===== src/rtl/hz_pkg.sv =====
package hz_pkg;
  localparam int SELW = 2;
  localparam int NSRC = 2;

  typedef enum logic [SELW-1:0] {
    SEL_RF  = 2'b00,
    SEL_MEM = 2'b01,
    SEL_WB  = 2'b10
  } opsel_e;
endpackage


===== src/rtl/hz_fwd_pick.sv =====
module hz_fwd_pick
  import hz_pkg::*;
#(
  parameter int AW = 5
) (
  input  logic          use_src,
  input  logic [AW-1:0] src,
  input  logic          near_ok,
  input  logic [AW-1:0] near_rd,
  input  logic          far_ok,
  input  logic [AW-1:0] far_rd,
  output logic [SELW-1:0] sel
);
  logic live, near_hit, far_hit;

  always_comb begin
    live     = use_src && (src != '0);
    near_hit = live && near_ok && (near_rd == src);
    far_hit  = live && far_ok && (far_rd == src);
    if (near_hit)     sel = SEL_MEM;
    else if (far_hit) sel = SEL_WB;
    else              sel = SEL_RF;
  end
endmodule


===== src/rtl/hz_loaduse.sv =====
module hz_loaduse #(
  parameter int AW = 5
) (
  input  logic          d_valid,
  input  logic          d_use_rs1,
  input  logic [AW-1:0] d_rs1,
  input  logic          d_use_rs2,
  input  logic [AW-1:0] d_rs2,
  input  logic          d_is_store,
  input  logic          x_valid,
  input  logic          x_wen,
  input  logic          x_is_load,
  input  logic [AW-1:0] x_rd,
  output logic          hold
);
  logic ld_live, hit1, hit2;

  always_comb begin
    ld_live = x_valid && x_wen && x_is_load && (x_rd != '0) && d_valid;
    hit1    = d_use_rs1 && (d_rs1 == x_rd);
    // store data is consumed in memory stage, so it never forces a hold
    hit2    = d_use_rs2 && !d_is_store && (d_rs2 == x_rd);
    hold    = ld_live && (hit1 || hit2);
  end
endmodule


===== src/rtl/hz_stdata.sv =====
module hz_stdata #(
  parameter int AW = 5
) (
  input  logic          x_valid,
  input  logic          x_is_store,
  input  logic [AW-1:0] x_rs2,
  input  logic          m_valid,
  input  logic          m_wen,
  input  logic [AW-1:0] m_rd,
  output logic          byp
);
  always_comb begin
    byp = x_valid && x_is_store && (x_rs2 != '0) &&
          m_valid && m_wen && (m_rd == x_rs2);
  end
endmodule


===== src/rtl/hazard_fwd_ctl.sv =====
module hazard_fwd_ctl
  import hz_pkg::*;
#(
  parameter int AW = 5
) (
  input  logic          clk,
  input  logic          rst,
  input  logic          d_valid,
  input  logic [AW-1:0] d_rs1,
  input  logic [AW-1:0] d_rs2,
  input  logic          d_use_rs1,
  input  logic          d_use_rs2,
  input  logic          d_is_store,
  input  logic          x_valid,
  input  logic          x_wen,
  input  logic [AW-1:0] x_rd,
  input  logic          x_is_load,
  input  logic          x_is_store,
  input  logic [AW-1:0] x_rs2,
  input  logic          m_valid,
  input  logic          m_wen,
  input  logic [AW-1:0] m_rd,
  output logic          stall_f,
  output logic          stall_d,
  output logic          bubble_x,
  output logic [1:0]    fwd_a_sel,
  output logic [1:0]    fwd_b_sel,
  output logic          st_data_sel
);
  logic [NSRC-1:0]          src_use;
  logic [NSRC-1:0][AW-1:0]  src_reg;
  logic [NSRC-1:0]          near_ok;
  logic [NSRC-1:0][SELW-1:0] nxt_sel;
  logic                     hold;
  logic                     st_nxt;
  logic                     x_prod, m_prod;

  assign x_prod     = x_valid && x_wen;
  assign m_prod     = m_valid && m_wen;
  assign src_use[0] = d_valid && d_use_rs1;
  assign src_use[1] = d_valid && d_use_rs2;
  assign src_reg[0] = d_rs1;
  assign src_reg[1] = d_rs2;
  assign near_ok[0] = x_prod;
  // load data is not ready in memory stage for a store's data operand;
  // the store-data bypass in memory covers that case instead
  assign near_ok[1] = x_prod && !(d_is_store && x_is_load);

  for (genvar g = 0; g < NSRC; g++) begin : g_src
    hz_fwd_pick #(.AW(AW)) u_pick (
      .use_src (src_use[g]),
      .src     (src_reg[g]),
      .near_ok (near_ok[g]),
      .near_rd (x_rd),
      .far_ok  (m_prod),
      .far_rd  (m_rd),
      .sel     (nxt_sel[g])
    );
  end

  hz_loaduse #(.AW(AW)) u_lu (
    .d_valid    (d_valid),
    .d_use_rs1  (d_use_rs1),
    .d_rs1      (d_rs1),
    .d_use_rs2  (d_use_rs2),
    .d_rs2      (d_rs2),
    .d_is_store (d_is_store),
    .x_valid    (x_valid),
    .x_wen      (x_wen),
    .x_is_load  (x_is_load),
    .x_rd       (x_rd),
    .hold       (hold)
  );

  hz_stdata #(.AW(AW)) u_st (
    .x_valid    (x_valid),
    .x_is_store (x_is_store),
    .x_rs2      (x_rs2),
    .m_valid    (m_valid),
    .m_wen      (m_wen),
    .m_rd       (m_rd),
    .byp        (st_nxt)
  );

  assign stall_f  = hold;
  assign stall_d  = hold;
  assign bubble_x = hold;

  always_ff @(posedge clk) begin
    if (rst) begin
      fwd_a_sel   <= SEL_RF;
      fwd_b_sel   <= SEL_RF;
      st_data_sel <= 1'b0;
    end else begin
      fwd_a_sel   <= hold ? SEL_RF : nxt_sel[0];
      fwd_b_sel   <= hold ? SEL_RF : nxt_sel[1];
      st_data_sel <= st_nxt;
    end
  end

  // a bubble entering execute never carries a bypass
  p_bubble_clean_r8: assert property (@(posedge clk) disable iff (rst)
    stall_d |=> (fwd_a_sel == 2'b00 && fwd_b_sel == 2'b00));

  // a load feeding an execute operand of decode must hold the front
  p_loaduse_hold_r10: assert property (@(posedge clk) disable iff (rst)
    (d_valid && d_use_rs1 && x_valid && x_wen && x_is_load &&
     d_rs1 != '0 && d_rs1 == x_rd) |-> (stall_f && stall_d && bubble_x));

  // store data alone never holds the pipeline
  p_store_nohold_r9: assert property (@(posedge clk) disable iff (rst)
    (d_is_store && !d_use_rs1) |-> !stall_d);

  // register 0 on operand A never bypasses
  p_zero_src_r6: assert property (@(posedge clk) disable iff (rst)
    (d_rs1 == '0) |=> (fwd_a_sel == 2'b00));

  // encoding 11 never appears
  p_legal_code_r2: assert property (@(posedge clk) disable iff (rst)
    (fwd_a_sel != 2'b11) && (fwd_b_sel != 2'b11));

  // no memory-stage producer, no store-data bypass
  p_stdata_gate_r7: assert property (@(posedge clk) disable iff (rst)
    !(m_valid && m_wen) |=> !st_data_sel);
endmodule


===== config.mk =====
export PLATFORM = sky130hd
export DESIGN_NAME = hazard_fwd_ctl
export DESIGN_NICKNAME = d
export VERILOG_FILES = /design/src/rtl/hz_pkg.sv /design/src/rtl/hz_fwd_pick.sv /design/src/rtl/hz_loaduse.sv /design/src/rtl/hz_stdata.sv /design/src/rtl/hazard_fwd_ctl.sv
export SDC_FILE = /design/constraint.sdc
export NUM_CORES = 1
export LEC_CHECK = 0
export BUFFER_PORTS_ARGS = -buffer_cell sky130_fd_sc_hd__buf_2
export CAP_MARGIN = 20
export CORE_AREA = 2 2 40 42
export CTS_CLUSTER_SIZE = 30
export DETAILED_ROUTE_END_ITERATION = 7
export DIE_AREA = 0 0 42 44
export PLACE_DENSITY = 0.82
export RECOVER_POWER = 25
export SETUP_SLACK_MARGIN = 0.3
export SYNTH_ARGS = -nofsm -noshare
export SYNTH_HDL_FRONTEND = slang
export SYNTH_SLANG_ARGS = --single-unit

===== constraint.sdc =====
create_clock -name clk -period 4.8 [get_ports clk]
set_input_delay 0.96 -clock clk [delete_from_list [all_inputs] [get_ports clk]]
set_output_delay 0.96 -clock clk [all_outputs]
set_load 0.05 [all_outputs]

==> summary.md, run 1 <==
| Metric | Value |
|---|---|
| Outcome | completed |
| Drt pass-1 iters | 4 |
| Worst hold path type | input port to flip-flop |
| Die area | 0.00185 mm² |
| Max Cap Violations | 0 |
| GRT Total Usage | 18.0% |
| Final slew viol count | 0 |
| Synth area leaders | xnor2_1 19%, xor2_1 19%, dfxtp_1 19% |
| Power Density | 174 mW/mm² |
| DIE HEIGHT | 44 µm |
| Post-synth top area cell | xnor2_1 |
| Max-slew headroom | 60.6% |
| Layout cells sized above 1 | 40.7% |
| Hold slack final | 0.918 ns |
| CTS tree | yes |
| NumNets Final | 151 |
| CP Data Required Time | 3.84 ns |
| DRT antenna net count | 0 |
| Num CTS Buffers | 3 |
| Clk sink count | 5 |
| Mean post-synth cell area | 8.05 µm² |
| Die width | 42 µm |
| Final Setup Violations | 0 |
| Fmax | 266 MHz |
| Share of the yosys chip area belonging to registers | 18.6% |
| Unique masters post-synth | 19 |
| Placed inst area | 764 µm² |
| Mapped Area | 539 µm² |
| Resize count post-CTS | 0 |
| Share of the synthesized area in the top cell type | 19.5% |
| Vias per cell | 5.10 |
| Core area | 0.00142 mm² |
| Post-DR wirelength/cell | 11.8 µm |
| CTS root buf | clkbuf_4 |
| Setup Fix Bufs, Post-CTS | 0 |
| Row Count | 14 |
| Clk slew on worst S/H paths | 0.04 ns |
| Initial Util | 38.0% |
| Slew @ Worst Pin | 0.594 ns |
| Post-Route Setup TNS | 0 ns |
| Peak supply drop | 0.0639 mV |
| Pre-CTS setup slack | 1.02 ns |
| Worst setup SP type | input port |
| Crit Path Max Fanout | 7 |
| Post-route cell area | 787 µm² |
| Antenna Cells | 0 |
| First-pass GRT wire length | 2570 µm |
| Lkg Pwr | 0.352 nW |
| H-tree depth | 1 |
| Global placement routability congestion | 0.794 |
| Fin crit share | 78.4% |
| GRT Residual Overflow | 0 |
| Crit path time final | 3.76 ns |
| Top-Level Pins | 45 |
| Initial antenna violation count | 0 |
| Crit path arrival time | 2.80 ns |
| Synth-to-layout area growth | 45.9% |
| Largest net degree at the start of global routing | 8 |
| Total Wirelength | 1520 µm |
| Crit. End Element | primary output |
| RSZ-0062 raised after global routing | no |
| Post-synthesis register bit count | 5 |
| Synth Instances | 67 |
| Syn Nets | 104 |
| Number of global-route vias before repair | 612 |
| Via Count | 658 |
| # hold bufs at CTS | 0 |
| Initial DRC count | 13 |
| Synth warn | 0 |
| Fin. Hold Viols | 0 |
| Residual DRC count | 0 |
| I/O Buffers | 44 |
| Clock tree buffer depth | 2 |
| Setup CP Type | input port to primary output |
| Slack of the critical path | 1.04 ns |
-- critical path, cell delays in order --
cell and delay (ns):
buf_2 0.12, xor2_1 0.15, or4_1 0.54, or4_1 0.53, o31ai_2 0.15, buf_2 0.35
-- layout make-up --
| type | count | area (µm²) |
|---|---|---|
| clock buffers | 4 | 26.3 |
| well taps | 16 | 20.0 |
| flip-flops and latches | 5 | 100 |
| repair buffers | 44 | 216 |
| multi-input cells | 59 | 420 |
| inverters | 1 | 3.75 |
| fillers | 136 | 632 |
-- per-stage QoR --
step	instances	utilization (%)	total power, mW
after floorplan	67	-	0.0639
after global placement	125	53.9	0.0889
after detailed placement	125	53.9	0.0901
after CTS	129	55.7	0.138
after global routing	129	55.5	0.147
final	129	55.5	0.137
-- kinds of logic after synthesis --
logic type	after synthesis	share of synthesized area, %
DFF	5	18.6
AOI/OAI and AO/OA	6	9.05
and+or+nand+nor	29	29.9
xor gates and xnor gates	24	39.0
buffers and inverters	3	3.48
-- Yosys cell counts --
cell type,count
a211o_1,1
buf_4,2
dfxtp_1,5
inv_1,1
nand2_1,5
nand3_1,2
nand4_1,1
nand4b_1,1
nor2_1,5
nor3_1,4
nor4_1,4
nor4b_1,1
o2111ai_1,2
o21ai_0,2
o31ai_2,1
or3_2,1
or4_1,5
xnor2_1,12
xor2_1,12
-- final timing paths --
kind / endpoint / cells after the start / start / slack [ns]
min: fwd_b_sel[0]$_SDFF_PP0_ / 2 / rst / 0.92
max: bubble_x / 6 / x_rd[1] / 1.04
-- sequential cells by signal (all words and copies together), names as in the netlist --
register and cells:
fwd_a_sel 2, st_data_sel 1, fwd_b_sel 2
-- power breakdown --
group	switching, mW	total [mW]	internal [mW]
logic	0.0235	0.0476	0.0241
registers	0.0000126	0.0418	0.0418
clock network	0.0159	0.0472	0.0313
-- routing by layer --
layer	wire length, µm	part of all wire (%)	vias up	global-route usage, %
met5	0	0	-	0
met4	25	1.6	0	7.74
met3	112	7.4	4	3.33
met2	749	49	30	32.2
met1	632	42	290	20.9
li1	-	-	334	-
-- placed cells by master (no fill, tap or decap) --
cell	synthesis	routed
inv_1	1	1
or3_2	1	1
xnor2_1	12	12
dfxtp_1	5	5
nor3_1	4	4
nand2_1	5	5
nor2_1	5	5
xor2_1	12	12
o2111ai_1	2	2
nand4b_1	1	1
clkbuf_4	0	3
nor4b_1	1	1
nand4_1	1	1
nor4_1	4	4
o21ai_0	2	2
nand3_1	2	2
buf_2	0	41
a211o_1	1	1
clkbuf_1	0	4
o31ai_2	1	1
or4_1	5	5
No activity file was read; power rests on OpenSTA's default activity.
==> inputs of run 2 (changes only) <==
--- a/config.mk
+++ b/config.mk
@@ -5,13 +5,14 @@
 export SDC_FILE = /design/constraint.sdc
 export NUM_CORES = 1
 export LEC_CHECK = 0
+export ABC_AREA = 1
 export BUFFER_PORTS_ARGS = -buffer_cell sky130_fd_sc_hd__buf_2
 export CAP_MARGIN = 20
-export CORE_AREA = 2 2 40 42
+export CORE_AREA = 2 2 44 46
 export CTS_CLUSTER_SIZE = 30
 export DETAILED_ROUTE_END_ITERATION = 7
-export DIE_AREA = 0 0 42 44
-export PLACE_DENSITY = 0.82
+export DIE_AREA = 0 0 46 48
+export PLACE_DENSITY = 0.76
 export RECOVER_POWER = 25
 export SETUP_SLACK_MARGIN = 0.3
 export SYNTH_ARGS = -nofsm -noshare
==> constraint.sdc (replaced) <==
create_clock -name clk -period 3.7 [get_ports clk]
set_input_delay 0.74 -clock clk [delete_from_list [all_inputs] [get_ports clk]]
set_output_delay 0.74 -clock clk [all_outputs]
set_load 0.05 [all_outputs]
==> summary.md, run 2 <==
| Metric | Value |
|---|---|
| FILL cells | 196 (was 136) |
| Clock tree buffer depth | 2 (unchanged) |
| GRT Residual Overflow | 0 (unchanged) |
| Max-slew headroom | 83.1% (was 60.6%) |
| Row Count | 15 (was 14) |
| Sequential share of power | 28.7% (was 30.6%) |
| First-pass GRT wire length | 3010 µm (was 2570 µm) |
| Crit path time final | 2.54 ns |
| Fmax | 394 MHz |
| CP Data Required Time | 2.96 ns (was 3.84 ns) |
| Finished Core Util | 53.3% (was 55.5%) |
| Largest net degree at the start of global routing | 5 (was 8) |
| Unique masters post-synth | 18 (was 19) |
| Antenna Cells | 0 (unchanged) |
| Worst Path Buf+Inv | 4 (was 2) |
| I/O Buffers | 44 (unchanged) |
| Final Setup Violations | 0 (unchanged) |
| Largest registers | fwd_a_sel (2), fwd_b_sel (2), st_data_sel (1) (unchanged) |
| Net load switching power | 0.0632 mW (was 0.0394 mW) |
| Post-Route Setup TNS | 0 ns (unchanged) |
| Most frequent cells in the layout | 42 x buf_2, 35 x nand2_1, 20 x inv_1, 19 x nor2_1, 8 x nand3_1 (was 41 x buf_2, 12 x xor2_1, 12 x xnor2_1) |
| Count leader, synth | nand2_1 |
| Die area | 0.00221 mm² (was 0.00185 mm²) |
| Slew @ Worst Pin | 0.255 ns (was 0.594 ns) |
| Via Count | 859 (was 658) |
| Synth warn | 0 (unchanged) |
| Initial Util | 38.7% (was 38.0%) |
| Mapped Area | 653 µm² (was 539 µm²) |
| Crit path depth | 10 (was 6) |
| Num CTS Buffers | 3 (unchanged) |
| Residual DRC count | 0 (unchanged) |
| Clk slew on worst S/H paths | 0.04 ns (about the same) |
| H-tree depth | 1 (unchanged) |
| Outcome | completed (unchanged) |
| Share of the yosys chip area belonging to registers | 15.3% (was 18.6%) |
| DP HPWL | 1650 µm |
| Top-Level Pins | 45 (unchanged) |
| Power Density | 210 mW/mm² (was 174 mW/mm²) |
| Post-synth top area cell | nand2_1 (was xnor2_1) |
| GRT Total Usage | 18.7% (was 18.0%) |
| Most used cell, CP | nand2_1 |
| CTS root buf | clkbuf_4 (unchanged) |
| DIE HEIGHT | 48 µm (was 44 µm) |
| Resize count post-CTS | 0 (unchanged) |
| Internal power | 0.126 mW (was 0.0972 mW) |
| Post-synth ARST share | 0% (unchanged) |
| Number of global-route vias before repair | 787 (was 612) |
| Comb power frac | 37.3% (was 34.9%) |
| Hold-critical path depth | 3 (was 2) |
| NumNets Final | 205 (was 151) |
| Final slew viol count | 0 (unchanged) |
| Fin crit share | 68.5% |
| # hold bufs at CTS | 0 (unchanged) |
| Post-DR wirelength/cell | 10.2 µm (was 11.8 µm) |
| Synth Instances | 121 (was 67) |
| Layout cells sized above 1 | 28.1% (was 40.7%) |
| Worst hold path type | input port to flip-flop (unchanged) |
| Synth-to-layout area growth | 37.9% (was 45.9%) |
| Global placement routability congestion | 0.855 (was 0.794) |
| Crit Path Max Fanout | 4 (was 7) |
| Clock share of power | 34.1% (was 34.5%) |
| Crit. End Element | primary output (unchanged) |
| Share of the synthesized area in the top cell type | 20.1% (was 19.5%) |
| CTS tree | yes (unchanged) |
| Post-synthesis register bit count | 5 (unchanged) |
| CP top delay family | buffers and inverters (was simple AND/OR/NAND/NOR gates) |
| Main flop type after synthesis | dfxtp_1 (unchanged) |
| End point of the critical path | stall_f (was bubble_x) |
| Worst setup SP type | input port (unchanged) |
| Core area | 0.00169 mm² (was 0.00142 mm²) |
| Total Wirelength | 1870 µm (was 1520 µm) |
| Worst Setup SP | x_rd[2] (was x_rd[1]) |
| Lkg Pwr | 0.555 nW (was 0.352 nW) |
| Crit path arrival time | 1.80 ns (was 2.80 ns) |
| Crit path largest cell delay | 0.26 ns (was 0.54 ns) |
| Synth area leaders | nand2_1 20%, dfxtp_1 15%, inv_1 11% (was xnor2_1 19%, xor2_1 19%, dfxtp_1 19%) |
| Switching portion of total power | 33.5% (was 28.9%) |
| DRT antenna net count | 0 (unchanged) |
| Initial antenna violation count | 0 (unchanged) |
| Fin. Hold Viols | 0 (unchanged) |
| Peak supply drop | 0.111 mV (was 0.0639 mV) |
| RSZ-0062 raised after global routing | no (unchanged) |
| Max Cap Violations | 0 (unchanged) |
| Vias per cell | 4.67 (was 5.10) |
| Mean post-synth cell area | 5.40 µm² (was 8.05 µm²) |
| Syn Nets | 158 (was 104) |
| Initial DRC count | 7 (was 13) |
| Drt pass-1 iters | 4 (unchanged) |
| Most instantiated cells after synthesis | 35 x nand2_1, 20 x inv_1, 18 x nor2_1 (was 12 x xnor2_1, 12 x xor2_1) |
| Die width | 46 µm (was 42 µm) |
| Commonest non-fill, non-tap cell in the layout | buf_2 (unchanged) |
| Clk sink count | 5 (unchanged) |
| CP Cell Sequence | clkbuf_1 -> inv_1 -> nand2_1 -> nand2_1 -> nor2_1 -> nand4_1 -> nand2_1 -> nand2_1 -> inv_1 -> buf_2 (was buf_2 -> xor2_1 -> or4_1 -> or4_1 -> o31ai_2 -> buf_2) |
| EDFF count, synth | 0 (unchanged) |
| Setup CP Type | input port to primary output (unchanged) |
| Setup Fix Bufs, Post-CTS | 0 (unchanged) |
| Slowest CP cell | buf_2 (was or4_1) |
==> run 2: cell types whose count changed after synthesis, sizes merged, moves of 5 or more <==
cell	change
nand3	+6
xnor2	-8
nand4	+5
or4	-5
nor2	+14
inv	+21
nand2	+30
xor2	-5
a21oi	+6
==> run 2: layout make-up <==
| class | instances | area [µm²] | area share, % |
|---|---|---|---|
| clock buffer | 4 | 26.3 | 2.92 |
| inverter | 22 | 82.6 | 9.17 |
| multi-input combinational | 92 | 453 | 50.3 |
| sequential | 5 | 100 | 11.1 |
| tap | 17 | 21.3 | 2.36 |
| timing repair buffer | 44 | 218 | 24.2 |
==> run 2: worst min path at each step <==
stage / from / to / slack, ns
floorplan: x_rs2[4] / st_data_sel$_SDFF_PP0_ / 0.87
global placement: x_rs2[4] / st_data_sel$_SDFF_PP0_ / 1.0
detailed placement: x_rs2[4] / st_data_sel$_SDFF_PP0_ / 1.01
CTS: x_rs2[4] / st_data_sel$_SDFF_PP0_ / 0.76
global route: x_rs2[4] / st_data_sel$_SDFF_PP0_ / 0.76
finish: x_rs2[4] / st_data_sel$_SDFF_PP0_ / 0.76
==> run 2: cell families (layout without fill, tap and decap cells) <==
group / count (synthesis) / after routing / synth area share (%)
xor gates and xnor gates: 11 / 11 / 14.8
AOI/OAI and AO/OA: 9 / 9 / 8.05
and+or+nand+nor: 72 / 72 / 46.9
buffers and inverters: 24 / 70 / 14.9
DFF: 5 / 5 / 15.3
==> run 2: power by group through the flow <==
stage	clock, mW	combinational, mW	sequential (mW)
2_1_floorplan	0	0.0352	0.0554
3_5_place_dp	0	0.0709	0.0551
5_1_grt	0.0706	0.0797	0.0540
6_report	0.0644	0.0704	0.0542
3_3_place_gp	0	0.0694	0.0551
4_1_cts	0.0658	0.0713	0.0541
==> run 2: per-layer routing <==
| metal | part of all wire [%] | global-route usage (%) | routed length (µm) |
|---|---|---|---|
| met2 | 48 | 35.0 | 892 |
| met5 | 0 | 0 | 0 |
| met3 | 6.8 | 3.77 | 127 |
| met1 | 45 | 21.5 | 837 |
| met4 | 0.54 | 4.57 | 10 |
==> run 2: metrics by stage <==
step	total power [mW]	worst slack (ns)	cells	hold slack, ns	instance area, µm²
CTS	0.191	1.23	184	0.760	906
finish	0.189	1.16	184	0.756	901
global route	0.204	0.968	184	0.764	901
detailed placement	0.126	1.24	180	1.01	880
floorplan	0.0906	1.14	121	0.872	653
global placement	0.125	1.25	180	1.00	880
==> inputs of run 3 (changes only) <==
--- a/config.mk
+++ b/config.mk
@@ -8,11 +8,11 @@
 export ABC_AREA = 1
 export BUFFER_PORTS_ARGS = -buffer_cell sky130_fd_sc_hd__buf_2
 export CAP_MARGIN = 20
-export CORE_AREA = 2 2 44 46
+export CORE_AREA = 2 2 46 48
 export CTS_CLUSTER_SIZE = 30
 export DETAILED_ROUTE_END_ITERATION = 7
-export DIE_AREA = 0 0 46 48
-export PLACE_DENSITY = 0.76
+export DIE_AREA = 0 0 48 50
+export PLACE_DENSITY = 0.73
 export RECOVER_POWER = 25
 export SETUP_SLACK_MARGIN = 0.3
 export SYNTH_ARGS = -nofsm -noshare
==> constraint.sdc (replaced) <==
create_clock -name clk -period 2.3 [get_ports clk]
set_input_delay 0.46 -clock clk [delete_from_list [all_inputs] [get_ports clk]]
set_output_delay 0.46 -clock clk [all_outputs]
set_load 0.05 [all_outputs]
==> summary.md, run 3 (synthesis gave the netlist of run 2 again) <==
| Metric | Value |
|---|---|
| Number of global-route vias before repair | 798 (was 787) |
| Clk slew on worst S/H paths | 0.04 ns (about the same) |
| Largest net degree at the start of global routing | 5 (unchanged) |
| Fin crit share | 82.4% |
| Power Density | 325 mW/mm² (was 210 mW/mm²) |
| Synth-to-layout area growth | 41.8% (was 37.9%) |
| Final Setup Violations | 0 (unchanged) |
| Outcome | completed (unchanged) |
| Post-Route Setup TNS | 0 ns (unchanged) |
| Crit path largest cell delay | 0.19 ns (was 0.26 ns) |
| Most frequent cells in the layout | 38 x buf_2, 35 x nand2_1, 19 x inv_1, 18 x nor2_1, 8 x nand3_1 (was 42 x buf_2, 35 x nand2_1, 20 x inv_1, 19 x nor2_1, 8 x nand3_1) |
| Post-DR wirelength/cell | 9.63 µm (was 10.2 µm) |
| Worst Setup SP | x_rd[3] (was x_rd[2]) |
| First-pass GRT wire length | 3060 µm (was 3010 µm) |
| Lkg Pwr | 0.539 nW (was 0.555 nW) |
| Worst setup SP type | input port (unchanged) |
| Commonest non-fill, non-tap cell in the layout | buf_2 (unchanged) |
| Clk sink count | 5 (unchanged) |
| Residual DRC count | 0 (unchanged) |
| Crit. End Element | primary output (unchanged) |
| Core area | 0.00190 mm² (was 0.00169 mm²) |
| Die area | 0.00240 mm² (was 0.00221 mm²) |
| Via Count | 862 (was 859) |
| Initial Util | 34.3% (was 38.7%) |
| Slowest CP cell | buf_4 (was buf_2) |
| FILL cells | 204 (was 196) |
| Multi-input logic area | 455 µm² (was 453 µm²) |
| CTS root buf | clkbuf_4 (unchanged) |
| Net load switching power | 0.0987 mW (was 0.0632 mW) |
| DP HPWL | 1670 µm (was 1650 µm) |
| Clock share of power | 33.3% (was 34.1%) |
| I/O Buffers | 44 (unchanged) |
| Drt pass-1 iters | 4 (unchanged) |
| Global placement routability congestion | 0.862 (was 0.855) |
| Most used cell, CP | nand2_1 (unchanged) |
| Die width | 48 µm (was 46 µm) |
| Initial DRC count | 17 (was 7) |
| Antenna Cells | 0 (unchanged) |
| DRT antenna net count | 0 (unchanged) |
| Layout cells sized above 1 | 28.7% (was 28.1%) |
| Clock tree buffer depth | 2 (unchanged) |
| End point of the critical path | stall_d (was stall_f) |
| Fmax | 528 MHz |
| Top-Level Pins | 45 (unchanged) |
| Row Count | 16 (was 15) |
| RSZ-0062 raised after global routing | yes (was no) |
| Hold-critical path depth | 3 (unchanged) |
| Crit Path Max Fanout | 3 (was 4) |
| Comb power frac | 37.8% (was 37.3%) |
| Crit path time final | 1.90 ns |
| CP Data Required Time | 1.84 ns (was 2.96 ns) |
| DIE HEIGHT | 50 µm (was 48 µm) |
| Final slew viol count | 0 (unchanged) |
| Pwr Total | 0.301 mW (was 0.189 mW) |
| CP Cell Sequence | buf_2 -> inv_1 -> nand2_1 -> nand2_1 -> nor2_1 -> nand4_1 -> nand2_1 -> nand2_1 -> clkinvlp_4 -> buf_4 (was clkbuf_1 -> inv_1 -> nand2_1 -> nand2_1 -> nor2_1 -> nand4_1 -> nand2_1 -> nand2_1 -> inv_1 -> buf_2) |
| Internal power | 0.203 mW (was 0.126 mW) |
| Switching portion of total power | 32.8% (was 33.5%) |
| Storage element area | 100 µm² (unchanged) |
| GRT Residual Overflow | 0 (unchanged) |
| Num CTS Buffers | 3 (unchanged) |
| Worst hold path type | input port to flip-flop (unchanged) |
| Sequential share of power | 28.9% (was 28.7%) |
| Slew @ Worst Pin | 0.590 ns (was 0.255 ns) |
| Max Cap Violations | 0 (unchanged) |
| GRT Total Usage | 17.4% (was 18.7%) |
| Total Wirelength | 1870 µm (unchanged) |
| NumNets Final | 205 (unchanged) |
| Max-slew headroom | 60.8% (was 83.1%) |
| Largest registers | fwd_a_sel (2), fwd_b_sel (2), st_data_sel (1) (unchanged) |
| Vias per cell | 4.44 (was 4.67) |
| Fin. Hold Viols | 0 (unchanged) |
| Peak supply drop | 0.159 mV (was 0.111 mV) |
| CTS tree | yes (unchanged) |
| H-tree depth | 1 (unchanged) |
| Setup CP Type | input port to primary output (unchanged) |
| Initial antenna violation count | 0 (unchanged) |
| Crit path arrival time | 1.44 ns (was 1.80 ns) |
==> run 3: cell types whose count changed in the layout (fill, tap and decap cells not counted) <==
cell and delta:
nor2_1 -1, nor2_2 +1, buf_4 +3, clkinvlp_4 +1
inv_1 -1, clkbuf_1 +1, buf_2 -4
==> run 3: layout make-up <==
cell class	count	share of cell area, %
flip-flops and latches	5	10.8
multi-input cells	92	49.2
well taps	27	3.65
clock buffers	4	2.84
inverters	22	9.32
repair buffers	44	24.2
==> run 3: critical path: cells and delay by family <==
family / cells / cell delay, ns
AND/OR/NAND/NOR: 6 / 0.53
buffers and inverters: 4 / 0.44
==> run 3: stage by stage <==
stage          hold WS (ns)  setup WS [ns]  cell area [µm²]  std cells  util, %
2_1_floorplan         0.592          0.381              657        121        -
3_3_place_gp          0.741          0.357              896        190     47.1
3_5_place_dp          0.749          0.368              896        190     47.1
4_1_cts               0.500          0.364              922        194     48.5
5_1_grt               0.544          0.282              926        194     48.7
6_report              0.500          0.404              926        194     48.7
==> run 3: worst min-delay path by stage <==
stage / from / to / slack, ns
after floorplan: x_rs2[4] / st_data_sel$_SDFF_PP0_ / 0.59
after detailed placement: x_rs2[4] / st_data_sel$_SDFF_PP0_ / 0.75
after CTS: x_rs2[4] / st_data_sel$_SDFF_PP0_ / 0.50
after global placement: x_rs2[4] / st_data_sel$_SDFF_PP0_ / 0.74
after global routing: x_rs2[4] / st_data_sel$_SDFF_PP0_ / 0.54
final: x_rs2[4] / st_data_sel$_SDFF_PP0_ / 0.50
==> run 3: power by group through the flow <==
stage	registers (mW)	logic (mW)	clock network, mW
floorplan	0.0891	0.0566	0
global placement	0.0887	0.112	0
detailed placement	0.0887	0.114	0
CTS	0.0872	0.114	0.105
global route	0.0870	0.130	0.113
finish	0.0872	0.114	0.100
==> run 3: what timing repair did <==
item,CTS,global route
gates resized for setup,0,6
setup buffers,0,0
setup endpoints to repair,0,3
hold buffers,0,0
==> run 3: routing by layer <==
metal | vias up | share of wire, % | routed length, µm | track usage (%)
met2 | 43 | 50 | 934 | 30.0
met4 | 0 | 1.3 | 25 | 7.21
met3 | 3 | 7.9 | 148 | 1.47
met1 | 348 | 41 | 760 | 20.9
met5 | - | 0 | 0 | 0
li1 | 468 | - | - | -
